$ cat config.mk
export PLATFORM = sky130hd
export DESIGN_NAME = trellis_backtrack
export DESIGN_NICKNAME = d
export VERILOG_FILES = /design/src/rtl/tbk_pkg.sv /design/src/rtl/tbk_bit_pick.sv /design/src/rtl/tbk_shift_mux.sv /design/src/rtl/tbk_step_ctr.sv /design/src/rtl/trellis_backtrack.sv
export SDC_FILE = /design/constraint.sdc
export NUM_CORES = 1
export LEC_CHECK = 0
export BUFFER_PORTS_ARGS = -buffer_cell sky130_fd_sc_hd__buf_2
export CAP_MARGIN = 20
export CORE_AREA = 3 3 116 118
export CTS_BUF_LIST = sky130_fd_sc_hd__clkbuf_4 sky130_fd_sc_hd__clkbuf_8 sky130_fd_sc_hd__clkbuf_16
export CTS_CLUSTER_DIAMETER = 50
export DETAILED_ROUTE_END_ITERATION = 10
export DIE_AREA = 0 0 119 121
export PLACE_DENSITY = 0.74
export SYNTH_ARGS = -nofsm -noshare
export SYNTH_HDL_FRONTEND = slang
export SYNTH_SLANG_ARGS = --single-unit
$ cat constraint.sdc
create_clock -name clk -period 4.27 [get_ports clk]
set_input_delay 0.6405 -clock clk [delete_from_list [all_inputs] [get_ports clk]]
set_output_delay 0.6405 -clock clk [all_outputs]
set_load 0.02 [all_outputs]
$ cat src/rtl/tbk_pkg.sv
package tbk_pkg;

    typedef enum logic [1:0] {
        ST_IDLE   = 2'd0,
        ST_WALK   = 2'd1,
        ST_FINISH = 2'd2
    } walk_st_e;

    localparam int unsigned K_FLOOR = 3;

endpackage

$ cat src/rtl/tbk_bit_pick.sv
module tbk_bit_pick #(
    parameter int unsigned SW = 8,
    localparam int unsigned DW = 1 << SW
) (
    input  logic [DW-1:0] vec_i,
    input  logic [SW-1:0] idx_i,
    output logic          bit_o
);

    // Binary reduction tree: each level halves the candidates using one index bit.
    generate
        for (genvar lv = 0; lv <= SW; lv++) begin : g_lvl
            logic [(DW >> lv)-1:0] node;
            if (lv == 0) begin : g_leaf
                assign node = vec_i;
            end else begin : g_mux
                for (genvar n = 0; n < (DW >> lv); n++) begin : g_n
                    assign node[n] = idx_i[lv-1] ? g_lvl[lv-1].node[2*n+1]
                                                 : g_lvl[lv-1].node[2*n];
                end
            end
        end
    endgenerate

    assign bit_o = g_lvl[SW].node[0];

endmodule

$ cat src/rtl/tbk_shift_mux.sv
module tbk_shift_mux #(
    parameter int unsigned SW = 8,
    parameter int unsigned KW = 4
) (
    input  logic [SW-1:0] cur_i,
    input  logic          surv_i,
    input  logic [KW-1:0] k_i,
    output logic [SW-1:0] nxt_o
);

    // Position 0 always receives the shifted bit because K is at least 3.
    // Positions 1..SW-1 each carry one 2-to-1 mux choosing between the
    // survivor bit (when the position equals K-2) and the shifted bit.
    generate
        for (genvar p = 0; p < SW; p++) begin : g_pos
            logic shifted;
            if (p < SW - 1) begin : g_src
                assign shifted = cur_i[p+1];
            end else begin : g_top
                assign shifted = 1'b0;
            end

            if (p == 0) begin : g_fixed
                assign nxt_o[p] = shifted;
            end else begin : g_sel
                logic at_ins;
                logic below;
                assign at_ins   = (k_i == KW'(p + 2));
                assign below    = (KW'(p + 2) < k_i);
                assign nxt_o[p] = at_ins ? surv_i : (below ? shifted : 1'b0);
            end
        end
    endgenerate

endmodule

$ cat src/rtl/tbk_step_ctr.sv
module tbk_step_ctr #(
    parameter int unsigned LW = 16
) (
    input  logic          clk,
    input  logic          rst_n,
    input  logic          load_i,
    input  logic [LW-1:0] load_val_i,
    input  logic          dec_i,
    output logic          last_o
);

    logic [LW-1:0] cnt_q;

    always_ff @(posedge clk or negedge rst_n) begin
        if (!rst_n) begin
            cnt_q <= '0;
        end else if (load_i) begin
            cnt_q <= load_val_i;
        end else if (dec_i) begin
            cnt_q <= cnt_q - 1'b1;
        end
    end

    assign last_o = (cnt_q == LW'(1));

    AST_CTR_NO_UNDERFLOW: assert property (@(posedge clk) disable iff (!rst_n)
        (dec_i && !load_i) |-> (cnt_q != '0));

endmodule

$ cat src/rtl/trellis_backtrack.sv
module trellis_backtrack
    import tbk_pkg::*;
#(
    parameter int unsigned MAX_K = 9,
    parameter int unsigned LEN_W = 16,
    parameter int unsigned KW    = 4,
    localparam int unsigned SW   = MAX_K - 1,
    localparam int unsigned DW   = 1 << SW
) (
    input  logic          clk,
    input  logic          rst_n,
    input  logic          start_i,
    input  logic [KW-1:0] k_cfg_i,
    input  logic [SW-1:0] init_state_i,
    input  logic [LEN_W-1:0] steps_i,
    input  logic          dec_valid_i,
    input  logic [DW-1:0] dec_vec_i,
    output logic          busy_o,
    output logic          bit_valid_o,
    output logic          bit_o,
    output logic          done_o,
    output logic [SW-1:0] state_o
);

    walk_st_e fsm_q, fsm_d;

    logic [KW-1:0] k_q;
    logic [KW-1:0] k_clamped;
    logic [SW-1:0] st_q;
    logic [SW-1:0] st_step;
    logic [SW-1:0] load_mask;
    logic [SW-1:0] live_mask;
    logic          bit_q, bv_q;
    logic          surv;
    logic          step_fire;
    logic          accept;
    logic          cnt_last;

    // ---------------- configuration ----------------
    always_comb begin
        if (k_cfg_i < KW'(K_FLOOR)) begin
            k_clamped = KW'(K_FLOOR);
        end else if (k_cfg_i > KW'(MAX_K)) begin
            k_clamped = KW'(MAX_K);
        end else begin
            k_clamped = k_cfg_i;
        end
    end

    generate
        for (genvar i = 0; i < SW; i++) begin : g_mask
            assign load_mask[i] = (KW'(i + 1) < k_clamped);
            assign live_mask[i] = (KW'(i + 1) < k_q);
        end
    endgenerate

    assign accept    = (fsm_q == ST_IDLE) && start_i;
    assign step_fire = (fsm_q == ST_WALK) && dec_valid_i;

    // ---------------- datapath pieces ----------------
    tbk_bit_pick #(.SW(SW)) u_pick (
        .vec_i (dec_vec_i),
        .idx_i (st_q),
        .bit_o (surv)
    );

    tbk_shift_mux #(.SW(SW), .KW(KW)) u_shift (
        .cur_i  (st_q),
        .surv_i (surv),
        .k_i    (k_q),
        .nxt_o  (st_step)
    );

    tbk_step_ctr #(.LW(LEN_W)) u_ctr (
        .clk        (clk),
        .rst_n      (rst_n),
        .load_i     (accept),
        .load_val_i (steps_i),
        .dec_i      (step_fire),
        .last_o     (cnt_last)
    );

    // ---------------- state register ----------------
    always_ff @(posedge clk or negedge rst_n) begin
        if (!rst_n) begin
            fsm_q <= ST_IDLE;
        end else begin
            fsm_q <= fsm_d;
        end
    end

    always_comb begin
        fsm_d = fsm_q;
        unique case (fsm_q)
            ST_IDLE: begin
                if (start_i) begin
                    fsm_d = (steps_i == '0) ? ST_FINISH : ST_WALK;
                end
            end
            ST_WALK: begin
                if (dec_valid_i && cnt_last) begin
                    fsm_d = ST_FINISH;
                end
            end
            ST_FINISH: begin
                fsm_d = ST_IDLE;
            end
            default: begin
                fsm_d = ST_IDLE;
            end
        endcase
    end

    // ---------------- data registers ----------------
    always_ff @(posedge clk or negedge rst_n) begin
        if (!rst_n) begin
            k_q   <= KW'(K_FLOOR);
            st_q  <= '0;
            bit_q <= 1'b0;
            bv_q  <= 1'b0;
        end else begin
            bv_q <= step_fire;
            if (accept) begin
                k_q  <= k_clamped;
                st_q <= init_state_i & load_mask;
            end else if (step_fire) begin
                st_q  <= st_step;
                bit_q <= st_q[0];
            end
        end
    end

    // ---------------- outputs ----------------
    always_comb begin
        busy_o      = (fsm_q != ST_IDLE);
        done_o      = (fsm_q == ST_FINISH);
        bit_valid_o = bv_q;
        bit_o       = bit_q;
        state_o     = st_q;
    end

    // ---------------- assertions ----------------
    AST_K_LEGAL: assert property (@(posedge clk) disable iff (!rst_n)
        (k_q >= KW'(K_FLOOR)) && (k_q <= KW'(MAX_K)));

    AST_STATE_MASKED: assert property (@(posedge clk) disable iff (!rst_n)
        (st_q & ~live_mask) == '0);

    AST_SURVIVOR_LANDS: assert property (@(posedge clk) disable iff (!rst_n)
        step_fire |=> (((st_q >> (k_q - KW'(2))) & SW'(1)) == SW'($past(surv))));

    AST_BIT_FROM_LSB: assert property (@(posedge clk) disable iff (!rst_n)
        step_fire |=> (bit_valid_o && (bit_o == $past(st_q[0]))));

    AST_NO_STEP_WITHOUT_VALID: assert property (@(posedge clk) disable iff (!rst_n)
        ((fsm_q == ST_WALK) && !dec_valid_i) |=> ($stable(st_q) && !bit_valid_o));

    AST_DONE_SINGLE: assert property (@(posedge clk) disable iff (!rst_n)
        done_o |=> !done_o);

    AST_START_IGNORED_BUSY: assert property (@(posedge clk) disable iff (!rst_n)
        (busy_o && start_i && !step_fire) |=> $stable(st_q));

    AST_K_HELD: assert property (@(posedge clk) disable iff (!rst_n)
        (fsm_q != ST_IDLE) |=> $stable(k_q));

endmodule

# --- Yosys cells after proc, flatten, opt, wreduce, memory -nomap -nowiden ---
# Index checks and enable logic that the tools add are counted.
op_classes:
  addsub: 1
  multipliers: 0
  n_div: 0
  magnitude_cmp: 16
  eq_ne: 12
  shift: 0
  mux: 278
  bitwise_logic: 2
  n_reduce_logical: 9
op_table:
  columns: ["op", "n"]
  rows:
  - ["$mux 1", 268]
  - ["$lt 3x4->1 const A", 8]
  - ["$mux 16", 2]
  - ["$eq 16x1->1 const B", 1]
  - ["$eq 4x3->1 const B", 4]
  - ["$logic_not 16->1", 1]
  - ["$mux 8", 2]
  - ["$sub 16x1->16 const B", 1]
  - ["$lt 2x4->1 const A", 3]
  - ["$and 8x8->8", 1]
  - ["$eq 4x4->1 const B", 2]
  - ["$lt 4x4->1 const A", 2]
  - ["$mux 4", 2]
  - ["$mux 2", 3]
  - ["$eq 4x2->1 const B", 1]
  - ["$gt 4x4->1 const B", 1]
  - ["$lt 1x4->1 const A", 1]
  - ["$lt 4x2->1 const B", 1]
  - ["$pmux 2 s2", 1]
  - ["$reduce_and 2->1", 2]
  - ["$reduce_bool 2->1", 2]
  - ["$logic_and 1x1->1", 3]
  - ["$eq 2x1->1 const B", 1]
  - ["$eq 2x2->1 const B", 1]
  - ["4 further kinds", 4]
word_totals:
  ff_bits: 32
  latch_bits: 0
  mem_bits_rw: 0
  romBits: 0
  input_bits: 288
  out_inout_bits: 12
  elab_cells: 324
  n_memories: 0

# --- Logic depth before layout (Yosys ltp) ---
logic_depth:
  word_depth: 11
  depth_mapped: 10

# --- By module ---
# From an unflattened synthesis, not the netlist that was laid out.
hier_totals:
  hier_cells: 431
  area_unflattened_um2: 4165.2
modules_own_cells:
  columns: ["mod", "n_inst", "cells_per_inst", "area_each_um2", "seq_area_each_um2"]
  rows:
  - ["tbk_bit_pick", 1, 220, 2222.1, 0.0]
  - ["tbk_step_ctr", 1, 101, 920.9, 400.4]
  - ["trellis_backtrack", 1, 82, 845.8, 402.9]
  - ["tbk_shift_mux", 1, 28, 176.4, 0.0]

# --- Worst setup path after synthesis ---
# OpenSTA, ideal clock, no wires.
synth_timing:
  path_kind: "reg2reg"
  from: "register st_q[0], in the netlist state_o[0]"
  to: "register st_q[5], in the netlist state_o[5]"
  setup_time_ns: 0.128
  arrival_time_ns: 2.262
  required_ns: 4.142
  path_slack_ns: 1.880
  path_stages_with_launch: 9
  n_path_buf: 2
  cell_sequence: "dfrtp_1 buf_6 buf_12 mux4_1 mux2_2 a221oi_2 o32ai_2 a22oi_2 o31ai_1"
synth_via:
  elab_chain_len: 11
  word_cells_on_any_way: 258
  cone_classes: "mux: 258"
synth_rtl:
  columns: ["item", "line_no", "source"]
  rows:
  - ["from (decl)", "trellis_backtrack.sv:29", "logic [SW-1:0] st_q;"]
  - ["from (signal assigned)", "trellis_backtrack.sv:125", "st_q <= init_state_i & load_mask;"]
  - ["from (signal assigned)", "trellis_backtrack.sv:127", "st_q <= st_step;"]
  - ["$mux 1 (7 in a row)", "tbk_bit_pick.sv:18", "assign node[n] = idx_i[lv-1] ? g_lvl[lv-1].node[2*n+1]"]
  - ["$mux 1 (*)", "tbk_bit_pick.sv:18", null]
  - ["$mux 1 (*)", "tbk_shift_mux.sv:30", "assign nxt_o[p] = at_ins ? surv_i : (below ? shifted : 1'b0);"]
  - ["$mux 8 (*)", "trellis_backtrack.sv:126", "end else if (step_fire) begin"]
  - ["$mux 8 (*)", "trellis_backtrack.sv:123", "if (accept) begin"]
# Every way passes the cells marked *; elsewhere a longest branch is shown, timed or not. The select of a mux whose other input is x is not followed.
# A chain may end at the register's enable or synchronous reset.

# --- Worst setup path after layout ---
layout_timing:
  from: "register st_q[1], in the netlist state_o[1]"
  to: "register st_q[4], in the netlist state_o[4]"
layout_via:
  elab_chain_len: 10
  word_cells_on_any_way: 130
  cone_classes: "mux: 130"
layout_rtl:
  columns: ["item", "line_no"]
  rows:
  - ["$mux 1 (6 in a row)", "tbk_bit_pick.sv:18"]
  - ["$mux 1 (*)", "tbk_bit_pick.sv:18"]
  - ["$mux 1 (*)", "tbk_shift_mux.sv:30"]
  - ["$mux 8 (*)", "trellis_backtrack.sv:126"]
  - ["$mux 8 (*)", "trellis_backtrack.sv:123"]
# Marks and branches as above.

==> reports/summary.txt <==
YS warnings: 0
Post-CTS Setup Inserts: 0
Core area: 0.0126 mm^2
CP required: 4430 ps
Slowest-stage cell, CP: dfrtp_4
Status: completed
CTS Buf Count: 5
Routed len/inst: 19.9 um
Placer Congestion: 0.884
Total area of sequential cells: 808 um^2
Cts hold-fix bufs: 0
Slew Viols, Final: 0
Mapped Area: 0.00424 mm^2
Area growth syn-to-layout: 40.4%
Remaining Overflow, GRT: 0
Clk_skew: 3.15 ps
Final Hold Fails: 0
Via density: 5.55
Synth unique cells: 66
Residual DRC: 0
Synth Net Count: 722
Mux contribution to synthesized area: 0.368
First drt pass iteration count: 5
Tightest Pin Transition: 1040 ps
Fmax: 335 MHz
Post-Synth XOR/XNOR Area: 0.00413
Setup TNS: 0 ps
Largest net degree at the start of global routing: 84
Clk buf depth: 2
Site Rows: 41
Critical Path End Type: register
Final period utilization: 0.699
Cell with the most instances after synthesis: nand2_1
Ports: 300
RSZ-0062 raised after global routing: false
Number of port buffers: 299
Hold Crit Class: in -> async
Worst Reg2Reg Path Length in Cells: 7
Post-synthesis compound-gate area fraction: 0.191
CP max FO: 83
Num Clock Sinks: 32
Setup CP Type: reg -> reg
Worst path depth: 7
Cts repair resizes: 0
Seq/Total Area, Yosys: 0.189
Initial Util: 0.338
Die area: 0.0144 mm^2
Crit-path max cell delay: 1050 ps
Number of synthesized register bits: 32
Fillers: 1,250
Crit Reg-Reg Endpoint: state_o[4]$_DFFE_PN0P_
Worst-path cell chain: mux4_2 -> o22ai_1 -> o21ai_1 -> o2111ai_1 -> a31oi_1 -> a21oi_1 -> o41ai_1
Initial antenna violation count: 0
RR Startpoint: state_o[1]$_DFFE_PN0P_
Peak VDD IR: 0.365 mV
First-pass GRT wire length: 26.8 mm
Pre-CTS setup slack: 1260 ps
Area taken by multi-input logic gates: 0.00317 mm^2
Detailed placement HPWL: 14.3 mm
List of most frequent post-synthesis cells: 40 x nand2_1, 30 x dfrtp_1, 27 x mux4_1
CP Launch Type: register
Synth Flop Type: dfrtp_1
Number of global-route vias before repair: 4,915
Hold WS: 419 ps
Slew margin rel.: 0.309
Post-synth EDFFs: 0
TritonCTS clock tree: yes
CTS HTree Levels: 2
Layout Utilization: 0.474
Post-DRT Antenna Nets: 0
Fin crit period: 2980 ps
Synth area leader: dfrtp_1
Total track usage: 0.234
Crit path buf inv count: 0
Total Nets Final: 998
DR vias: 4,892
CTS clk-pin slew, worst paths: 50 ps
Diode count: 0
Crit path max-delay family: compound AO/OA/AOI/OAI gates
Root Buffer: clkbuf_16
Arrival time worst endpoint: 3150 ps
Final Worst Setup Slack: 1290 ps
Register-to-Register Setup Slack: 1290 ps
Post-Synthesis Cells: 432
Die W: 119 um
Die Y: 121 um
PD cells: 577 mW/mm^2
Syn_area_per_cell: 9.82 um^2
Layout cell share with drive strength beyond 1: 0.518
Synth area leaders: dfrtp_1 18%, mux4_1 17%, mux4_2 9.0%
Leak: 0.00281 uW
Post-synthesis adder-cell area fraction: 0.00590
Simple-gate share of the synthesized area: 0.179
Clock Latency Late Sink: 270 ps
Main combinational cell family by area after synthesis: multiplexers
Final WL: 17.6 mm
Async SR Flop Fraction: 1.00
Synth top area share: 0.177
Final setup viols: 0
Max_cap viols: 0
Drt initial violations: 281
## registers in the layout, summed over array words and instances (netlist names)
signal and cells:
bit_valid_o 1, u_ctr.cnt_q 16, state_o 8, k_q 4, bit_o 1, fsm_q 2
## per-layer routing
metal  global-route usage  wire, um  vias to the layer above
li1                     -         -                     2308
met1                0.305      7330                     2314
met2                0.423      8830                      255
met3               0.0336      1260                       15
met4               0.0304       161                        0
met5                    0         0                        -
## layout by cell type (no fill, tap or decap), types with 3 or more instances in the layout
cell	netlist	layout
a211oi_1	3	3
nand2_1	40	40
clkbuf_16	0	5
o211ai_1	3	3
mux2i_1	22	22
inv_1	8	8
mux2_2	22	22
dfrtp_1	30	28
or3_1	7	7
o21ai_0	21	21
nor2_1	21	21
nand2b_1	7	7
or2_1	3	3
nor2b_1	9	9
o22ai_1	16	16
buf_2	6	299
a21o_1	4	4
mux4_1	27	27
nor3_1	10	10
nor4_1	10	10
a221oi_1	3	3
a221o_1	5	5
a22oi_1	10	10
nand3_1	17	17
o311ai_0	4	4
o21ai_1	3	3
mux4_2	17	17
a21oi_1	15	15
buf_4	8	7
a31oi_1	10	10
## worst reg2reg max path, stage by stage (launching register included)
cell	delay, ps
dfrtp_4	1050
mux4_2	530
o22ai_1	100
o21ai_1	150
o2111ai_1	170
a31oi_1	340
a21oi_1	180
o41ai_1	360
## through the flow
| stage | cell area (um^2) | total power, uW | instances |
|---|---|---|---|
| after global placement | 5770 | 2980 | 873 |
| after floorplan | 4240 | 2440 | 432 |
| after detailed placement | 5770 | 3000 | 873 |
| final | 5960 | 3440 | 881 |
| after CTS | 5960 | 3450 | 881 |
| after global routing | 5960 | 3710 | 881 |
## cell families (layout without fill, tap and decap cells)
logic type               Yosys count  after routing
AND/OR/NAND/NOR                  146            146
AO/OA/AOI/OAI                    117            117
multiplexers                      88             88
buffers and inverters             45            322
flip-flops                        32             32
adder cells (fa/ha/maj)            2              2
XOR/XNOR                           2              2
## layout make-up
type,count,share of cell area
clock inverter,1,0.00504
multi-input combinational,355,0.532
inverter,8,0.00504
tap,172,0.0361
clock buffer,7,0.0256
sequential,32,0.136
timing repair buffer,306,0.260
## power by group
group	internal, uW	total (uW)	switching (uW)
combinational	1100	2130	1030
clock	307	433	126
sequential	446	877	431
## how the worst max path moves through the flow
stage / start / endpoint / slack [ps]
after floorplan: state_o[0]$_DFFE_PN0P_ / state_o[5]$_DFFE_PN0P_ / 1880
after global placement: state_o[0]$_DFFE_PN0P_ / state_o[2]$_DFFE_PN0P_ / 1320
after detailed placement: state_o[0]$_DFFE_PN0P_ / state_o[2]$_DFFE_PN0P_ / 1260
after CTS: state_o[0]$_DFFE_PN0P_ / state_o[5]$_DFFE_PN0P_ / 1260
after global routing: state_o[0]$_DFFE_PN0P_ / state_o[2]$_DFFE_PN0P_ / 1060
final: state_o[1]$_DFFE_PN0P_ / state_o[4]$_DFFE_PN0P_ / 1290
Power figures use the tool's default switching activity.
